## src/rtl/scl_gen_pkg.sv

```systemverilog
package scl_gen_pkg;

    // Phases of the generated clock
    typedef enum logic [1:0] {
        PH_IDLE = 2'd0,   // not master, line released
        PH_LOW  = 2'd1,   // pulling SCL low
        PH_WAIT = 2'd2,   // released, waiting to sense high
        PH_HIGH = 2'd3    // counting the high phase
    } scl_phase_e;

    // Strobes to the byte engine
    typedef struct packed {
        logic chg;
        logic smp;
    } sda_strobe_t;

    // Bits needed to hold the values 0..n
    function automatic int cnt_bits(input int n);
        return (n < 2) ? 1 : $clog2(n + 1);
    endfunction

    function automatic int max2(input int a, input int b);
        return (a > b) ? a : b;
    endfunction

endpackage

```

## src/rtl/scl_sync.sv

```systemverilog
module scl_sync #(
    parameter int STAGES = 2
) (
    input  logic clk,
    input  logic rst,
    input  logic d_i,
    output logic q_o
);
    logic [STAGES-1:0] sr;

    always_ff @(posedge clk) begin
        if (rst) sr <= '0;
        else     sr <= {sr[STAGES-2:0], d_i};
    end

    assign q_o = sr[STAGES-1];
endmodule

```

## src/rtl/tick_mux.sv

```systemverilog
module tick_mux #(
    parameter int NUM_SRC = 4,
    localparam int SEL_W = scl_gen_pkg::cnt_bits(NUM_SRC - 1)
) (
    input  logic [NUM_SRC-1:0] tick_i,
    input  logic [SEL_W-1:0]   sel_i,
    input  logic               gate_i,
    output logic               tick_o
);
    assign tick_o = gate_i & tick_i[sel_i];
endmodule

```

## src/rtl/scl_phase_fsm.sv

```systemverilog
module scl_phase_fsm
    import scl_gen_pkg::*;
#(
    parameter int LOW_TICKS  = 1,
    parameter int HIGH_TICKS = 2,
    parameter int HOLD_EXT   = 3,
    parameter int SETUP_EXT  = 4,
    parameter int SETUP_BASE = 1
) (
    input  logic        clk,
    input  logic        rst,
    input  logic        en_i,
    input  logic        tick_i,
    input  logic        scl_s_i,
    input  logic        ext_hold_i,
    output logic        pull_o,
    output sda_strobe_t strobe_o,
    output scl_phase_e  phase_o
);
    localparam int TW     = cnt_bits(max2(LOW_TICKS, HIGH_TICKS));
    localparam int LC_MAX = HOLD_EXT + SETUP_EXT + SETUP_BASE;
    localparam int LCW    = cnt_bits(LC_MAX);

    scl_phase_e     phase, phase_n;
    logic [TW-1:0]  tcnt, tcnt_n;
    logic [LCW-1:0] lc, lc_n;
    logic           low_done, low_done_n;
    logic           smp_q;

    logic [LCW-1:0] hold_cyc, setup_cyc;
    logic           last_low_tick, last_high_tick;

    assign hold_cyc       = ext_hold_i ? LCW'(HOLD_EXT)  : '0;
    assign setup_cyc      = ext_hold_i ? LCW'(SETUP_EXT) : LCW'(SETUP_BASE);
    assign last_low_tick  = tick_i && !low_done && (tcnt == TW'(LOW_TICKS - 1));
    assign last_high_tick = tick_i && (tcnt == TW'(HIGH_TICKS - 1));

    always_comb begin
        phase_n    = phase;
        tcnt_n     = tcnt;
        lc_n       = lc;
        low_done_n = low_done;
        if (!en_i) begin
            phase_n = PH_IDLE;
        end else begin
            case (phase)
                PH_IDLE: begin
                    phase_n    = PH_LOW;
                    tcnt_n     = '0;
                    lc_n       = '0;
                    low_done_n = 1'b0;
                end
                PH_LOW: begin
                    if (lc != LCW'(LC_MAX)) lc_n = lc + 1'b1;
                    if (tick_i && !low_done) begin
                        if (last_low_tick) low_done_n = 1'b1;
                        else               tcnt_n     = tcnt + 1'b1;
                    end
                    if ((low_done || last_low_tick) && (lc >= hold_cyc + setup_cyc))
                        phase_n = PH_WAIT;
                end
                PH_WAIT: begin
                    if (scl_s_i) begin
                        phase_n = PH_HIGH;
                        tcnt_n  = '0;
                    end
                end
                PH_HIGH: begin
                    if (!scl_s_i || last_high_tick) begin
                        phase_n    = PH_LOW;
                        tcnt_n     = '0;
                        lc_n       = '0;
                        low_done_n = 1'b0;
                    end else if (tick_i) begin
                        tcnt_n = tcnt + 1'b1;
                    end
                end
                default: phase_n = PH_IDLE;
            endcase
        end
    end

    always_ff @(posedge clk) begin
        if (rst) begin
            phase    <= PH_IDLE;
            tcnt     <= '0;
            lc       <= '0;
            low_done <= 1'b0;
            smp_q    <= 1'b0;
        end else begin
            phase    <= phase_n;
            tcnt     <= tcnt_n;
            lc       <= lc_n;
            low_done <= low_done_n;
            smp_q    <= en_i && (phase == PH_WAIT) && scl_s_i;
        end
    end

    assign pull_o       = (phase == PH_LOW);
    assign strobe_o.chg = (phase == PH_LOW) && (lc == hold_cyc);
    assign strobe_o.smp = smp_q;
    assign phase_o      = phase;
endmodule

```

## src/rtl/bus_free_det.sv

```systemverilog
module bus_free_det #(
    parameter int FREE_TICKS = 5
) (
    input  logic clk,
    input  logic rst,
    input  logic active_i,
    input  logic tick_i,
    input  logic scl_s_i,
    output logic free_o
);
    localparam int FW = scl_gen_pkg::cnt_bits(FREE_TICKS);

    logic [FW-1:0] cnt;
    logic          flag;

    always_ff @(posedge clk) begin
        if (rst || !active_i || !scl_s_i) begin
            cnt  <= '0;
            flag <= 1'b0;
        end else if (tick_i && !flag) begin
            if (cnt == FW'(FREE_TICKS - 1)) flag <= 1'b1;
            else                            cnt  <= cnt + 1'b1;
        end
    end

    assign free_o = flag;
endmodule

```

## src/rtl/scl_master_gen.sv

```systemverilog
module scl_master_gen
    import scl_gen_pkg::*;
#(
    parameter int NUM_SRC     = 4,
    parameter int SYNC_STAGES = 2,
    parameter int LOW_TICKS   = 1,
    parameter int HIGH_TICKS  = 2,
    parameter int HOLD_EXT    = 3,
    parameter int SETUP_EXT   = 4,
    parameter int SETUP_BASE  = 1,
    parameter int FREE_TICKS  = 5
) (
    input  logic       clk,
    input  logic       rst,
    input  logic [3:0] tick_i,
    input  logic [1:0] src_sel_i,
    input  logic       master_en_i,
    input  logic       free_en_i,
    input  logic       ext_hold_i,
    input  logic       scl_sense_i,
    output logic       scl_pull_o,
    output logic       sda_chg_o,
    output logic       sda_smp_o,
    output logic       bus_free_o
);
    logic        scl_s;
    logic        tick_sel;
    sda_strobe_t strobe;
    scl_phase_e  phase;

    scl_sync #(.STAGES(SYNC_STAGES)) u_sync (
        .clk (clk),
        .rst (rst),
        .d_i (scl_sense_i),
        .q_o (scl_s)
    );

    tick_mux #(.NUM_SRC(NUM_SRC)) u_mux (
        .tick_i (tick_i),
        .sel_i  (src_sel_i),
        .gate_i (master_en_i | free_en_i),
        .tick_o (tick_sel)
    );

    scl_phase_fsm #(
        .LOW_TICKS  (LOW_TICKS),
        .HIGH_TICKS (HIGH_TICKS),
        .HOLD_EXT   (HOLD_EXT),
        .SETUP_EXT  (SETUP_EXT),
        .SETUP_BASE (SETUP_BASE)
    ) u_fsm (
        .clk        (clk),
        .rst        (rst),
        .en_i       (master_en_i),
        .tick_i     (tick_sel),
        .scl_s_i    (scl_s),
        .ext_hold_i (ext_hold_i),
        .pull_o     (scl_pull_o),
        .strobe_o   (strobe),
        .phase_o    (phase)
    );

    bus_free_det #(.FREE_TICKS(FREE_TICKS)) u_free (
        .clk      (clk),
        .rst      (rst),
        .active_i (free_en_i & ~master_en_i),
        .tick_i   (tick_sel),
        .scl_s_i  (scl_s),
        .free_o   (bus_free_o)
    );

    assign sda_chg_o = strobe.chg;
    assign sda_smp_o = strobe.smp;
endmodule

```

## config.mk

```make
export PLATFORM = sky130hd
export DESIGN_NAME = scl_master_gen
export DESIGN_NICKNAME = d
export VERILOG_FILES = /design/src/rtl/scl_gen_pkg.sv /design/src/rtl/scl_sync.sv /design/src/rtl/tick_mux.sv /design/src/rtl/scl_phase_fsm.sv /design/src/rtl/bus_free_det.sv /design/src/rtl/scl_master_gen.sv
export SDC_FILE = /design/constraint.sdc
export NUM_CORES = 1
export LEC_CHECK = 0
export ABC_AREA = 1
export ABC_CLOCK_PERIOD_IN_PS = 4400
export BUFFER_PORTS_ARGS = -buffer_cell sky130_fd_sc_hd__buf_4
export CAP_MARGIN = 15
export CORE_MARGIN = 3
export CORE_UTILIZATION = 60
export DETAILED_ROUTE_END_ITERATION = 12
export GPL_ROUTABILITY_DRIVEN = 0
export GPL_TIMING_DRIVEN = 0
export PLACE_DENSITY = 0.83
export SYNTH_ARGS = -nofsm -noshare
export SYNTH_HDL_FRONTEND = slang
export SYNTH_SLANG_ARGS = --single-unit
```

## constraint.sdc

```tcl
create_clock -name clk -period 4.4 [get_ports clk]
set_clock_uncertainty 0.05 [all_clocks]
set_input_delay 0.88 -clock clk [delete_from_list [all_inputs] [get_ports clk]]
set_output_delay 0.88 -clock clk [all_outputs]
set_load 0.005 [all_outputs]
```

==> results.py <==
metrics = {
    "power": {
        "power_density_mw_per_mm2": 271,
        "ir_worst_vdd_mv": 0.216,
        "p_leak_nw": 0.678,
        "finalPower_w": 0.000362,
    },
    "global_routing": {
        "grt_max_degree": 10,
        "antenna_found_initial": 0,
        "grt_pass1_wl_um": 4200,
        "grt_pass1_vias": 1000,
        "grt_overflow": 0,
        "grt_use_total_pct": 21.5,
    },
    "timing": {
        "min_period_ns": 2.86,
        "rsz0062_at_grt": "no",
        "fin_hold_ws_ns": 0.362,
        "setup_viol": 0,
        "fin_tns_setup_ns": 0,
        "slew_violations": 0,
        "slew_headroom_pct": 72.8,
        "fin_ws_ns": 1.54,
        "finalCritPeriodShare_pct": 64.9,
        "fmax_ghz": 0.350,
        "hold_violations": 0,
        "tightest_slew_ns": 0.398,
    },
    "worst_setup_path": {
        "reg2reg_from": "u_fsm.phase_o[1]$_SDFFE_PP0P_",
        "cp.required_ns": 3.47,
        "endpoint_kind": "output port",
        "cpLargestDelayFamily": "buffers and inverters",
        "path_class": "in2out",
        "critical_path_arrival_ns": 1.93,
        "reg2reg_slack_ns": 2.60,
        "crit_slowest_cell": "a2111oi_0",
        "r2r_end": "u_fsm.phase_o[1]$_SDFFE_PP0P_",
        "path_buf_inv": 4,
        "ff2ff_path_depth": 9,
        "path_max_fanout": 4,
        "crit_chain": "buf_4, inv_1, ha_1, inv_1, a2111oi_0, buf_4",
        "slowest_delay_ns": 0.38,
        "start_kind": "input pin",
    },
    "clock_tree": {
        "cts_root_buf": "clkbuf_4",
        "clkSinkCount": 16,
        "numCtsBuffers": 3,
        "hold_buffers": 0,
        "cts_tree": "yes",
        "insertion_delay_ns": 0.29,
        "cts_setup_buffers": 0,
        "ctsResizeCount": 0,
        "clkSlewWorstSetupHoldPaths_ns": 0.10,
        "clk_path_buf_depth": 2,
        "htree_levels": 1,
    },
    "drt": {
        "route.vias.total": 1100,
        "first_pass_iters": 4,
        "first_iter_violations": 39,
        "totalWireLength_um": 2380,
        "viasPerCell": 5.34,
        "routedWlPerCell_um": 11.5,
        "ant_nets": 0,
        "drcViolationCount": 0,
    },
    "die": {
        "dieArea_sq_mm": 0.00251,
        "ios": 16,
        "rows": 15,
        "core-area_sq_mm": 0.00178,
        "dieWidth_um": 50.1,
        "die_h_um": 50.1,
        "initial_utilization_pct": 65.4,
    },
    "job": {
        "cap_violations": 0,
    },
    "final_layout": {
        "drive_gt1_share_pct": 23.2,
        "multi_input_area_sq_um": 709,
        "nets": 207,
        "area_growth_pct": 14.8,
        "antenna_cells": 0,
        "num-fill-cells": 150,
        "final_area_sq_mm": 0.00134,
        "regArea_sq_um": 320,
    },
    "placement": {
        "pre_cts_slack_ns": 1.56,
        "dp_hpwl_um": 1920,
        "buffer_ports.inserted": 14,
        "place_area_sq_mm": 0.00130,
    },
    "synth": {
        "syn_inst": 163,
        "syn_avg_cell_area_sq_um": 7.15,
        "ys_seq_area_share_pct": 27.5,
        "ys_warn_count": 0,
        "syn_area_sq_mm": 0.00117,
        "ys_ff_latch": 16,
        "synth_cell_types": 28,
        "syn_nets": 188,
    },
    "min_path": {
        "hold_depth": 2,
        "hold_path.class": "reg2reg",
        "hold_start": "u_sync.sr[0]$_SDFF_PP0_",
        "whs_endpoint": "u_sync.sr[1]$_SDFF_PP0_",
    },
    "status": {
        "outcome": "complete, no violations",
    },
}
layout make-up:
type | count | share of cell area, %
plain buffers | 1 | 0.374
clock buffers | 4 | 2.71
inverters | 35 | 9.81
multi-input cells | 111 | 53.0
flip-flops and latches | 16 | 23.9
well taps | 25 | 2.34
repair buffers | 14 | 7.85
layer usage:
metal  wire length, um  track usage [%]
met1              1080             28.2
met2              1150             34.3
met3               126             3.93
met4                26             8.29
met5                 0                0
worst register-to-register path: cells and delay by family, from the launching register on:
family	cells	cell delay, ns
buffers and inverters	2	0.29
DFF	1	0.43
and+or+nand+nor	5	0.47
AOI/OAI and AO/OA	1	0.21
adders and majority gates	1	0.30
metrics by stage:
step,util (%),cells
floorplan,-,163
global placement,73.1,202
detailed placement,73.1,202
CTS,75.1,206
global route,75.1,206
finish,75.1,206
state kept, by name (all words and copies together) (netlist names):
register and cells:
u_free.cnt 3, u_free.free_o 1, u_fsm.lc 4, u_fsm.low_done 1, u_fsm.phase_o 2, u_fsm.smp_q 1, u_fsm.tcnt 2, u_sync.sr 2
Yosys cell counts:
library cell   n  area, sq um
inv_1         30          113
nand2_1       24         90.1
nor2_1        19         71.3
dfxtp_1       16          320
ha_1          13          163
a21oi_1        9         45.0
nand3_1        9         45.0
nand4_1        8         50.1
inv_2          5         18.8
nand3_2        4         40.0
nand2_2        3         18.8
nand2_4        3         33.8
nor2_2         3         18.8
nor3_1         2         10.0
nor4_1         2         12.5
a2111oi_0      1         8.76
a211oi_1       1         7.51
a21oi_2        1         8.76
buf_2          1         5.00
nand3_4        1         17.5
nand4_2        1         12.5
o211ai_1       1         7.51
o21ai_0        1         5.00
o21ai_2        1         8.76
o21bai_2       1         11.3
or2_0          1         6.26
xnor2_1        1         8.76
xor2_1         1         8.76
worst max-delay path by stage:
stage	startpoint	to	slack, ns	cells after the start
6_report	ext_hold_i	sda_chg_o	1.54	6
4_1_cts	ext_hold_i	sda_chg_o	1.54	6
2_1_floorplan	ext_hold_i	sda_chg_o	1.80	4
5_1_grt	ext_hold_i	sda_chg_o	1.42	6
3_5_place_dp	ext_hold_i	sda_chg_o	1.56	6
3_3_place_gp	ext_hold_i	sda_chg_o	1.60	6
placed cells by master, fill, tap and decap left out, types with 4 or more instances in the layout:
cell | Yosys | routed
nor2_1 | 19 | 19
nand3_2 | 4 | 4
inv_2 | 5 | 5
nand4_1 | 8 | 8
nand2_1 | 24 | 24
inv_1 | 30 | 30
buf_4 | 0 | 14
a21oi_1 | 9 | 9
nand3_1 | 9 | 9
dfxtp_1 | 16 | 16
ha_1 | 13 | 13
power breakdown:
| part | internal [W] | leakage [nW] | switching, W | total (W) |
|---|---|---|---|---|
| Combinational | 0.0000409 | 0.526 | 0.0000620 | 0.000103 |
| Clock | 0.0000504 | 0.0210 | 0.0000480 | 0.0000984 |
| Sequential | 0.000153 | 0.130 | 0.00000844 | 0.000161 |
| Total | 0.000244 | 0.678 | 0.000118 | 0.000362 |
logic make-up (layout without fill, tap and decap cells):
kind of cell    Yosys count  count (layout)  synth area share (%)
compound gates           16              16                  8.80
xor+xnor                  2               2                  1.50
fa+ha+maj                13              13                  13.9
buf+inv                  36              54                  11.7
flops                    16              16                  27.5
simple gates             80              80                  36.6
No activity file was read; power rests on OpenSTA's default activity.
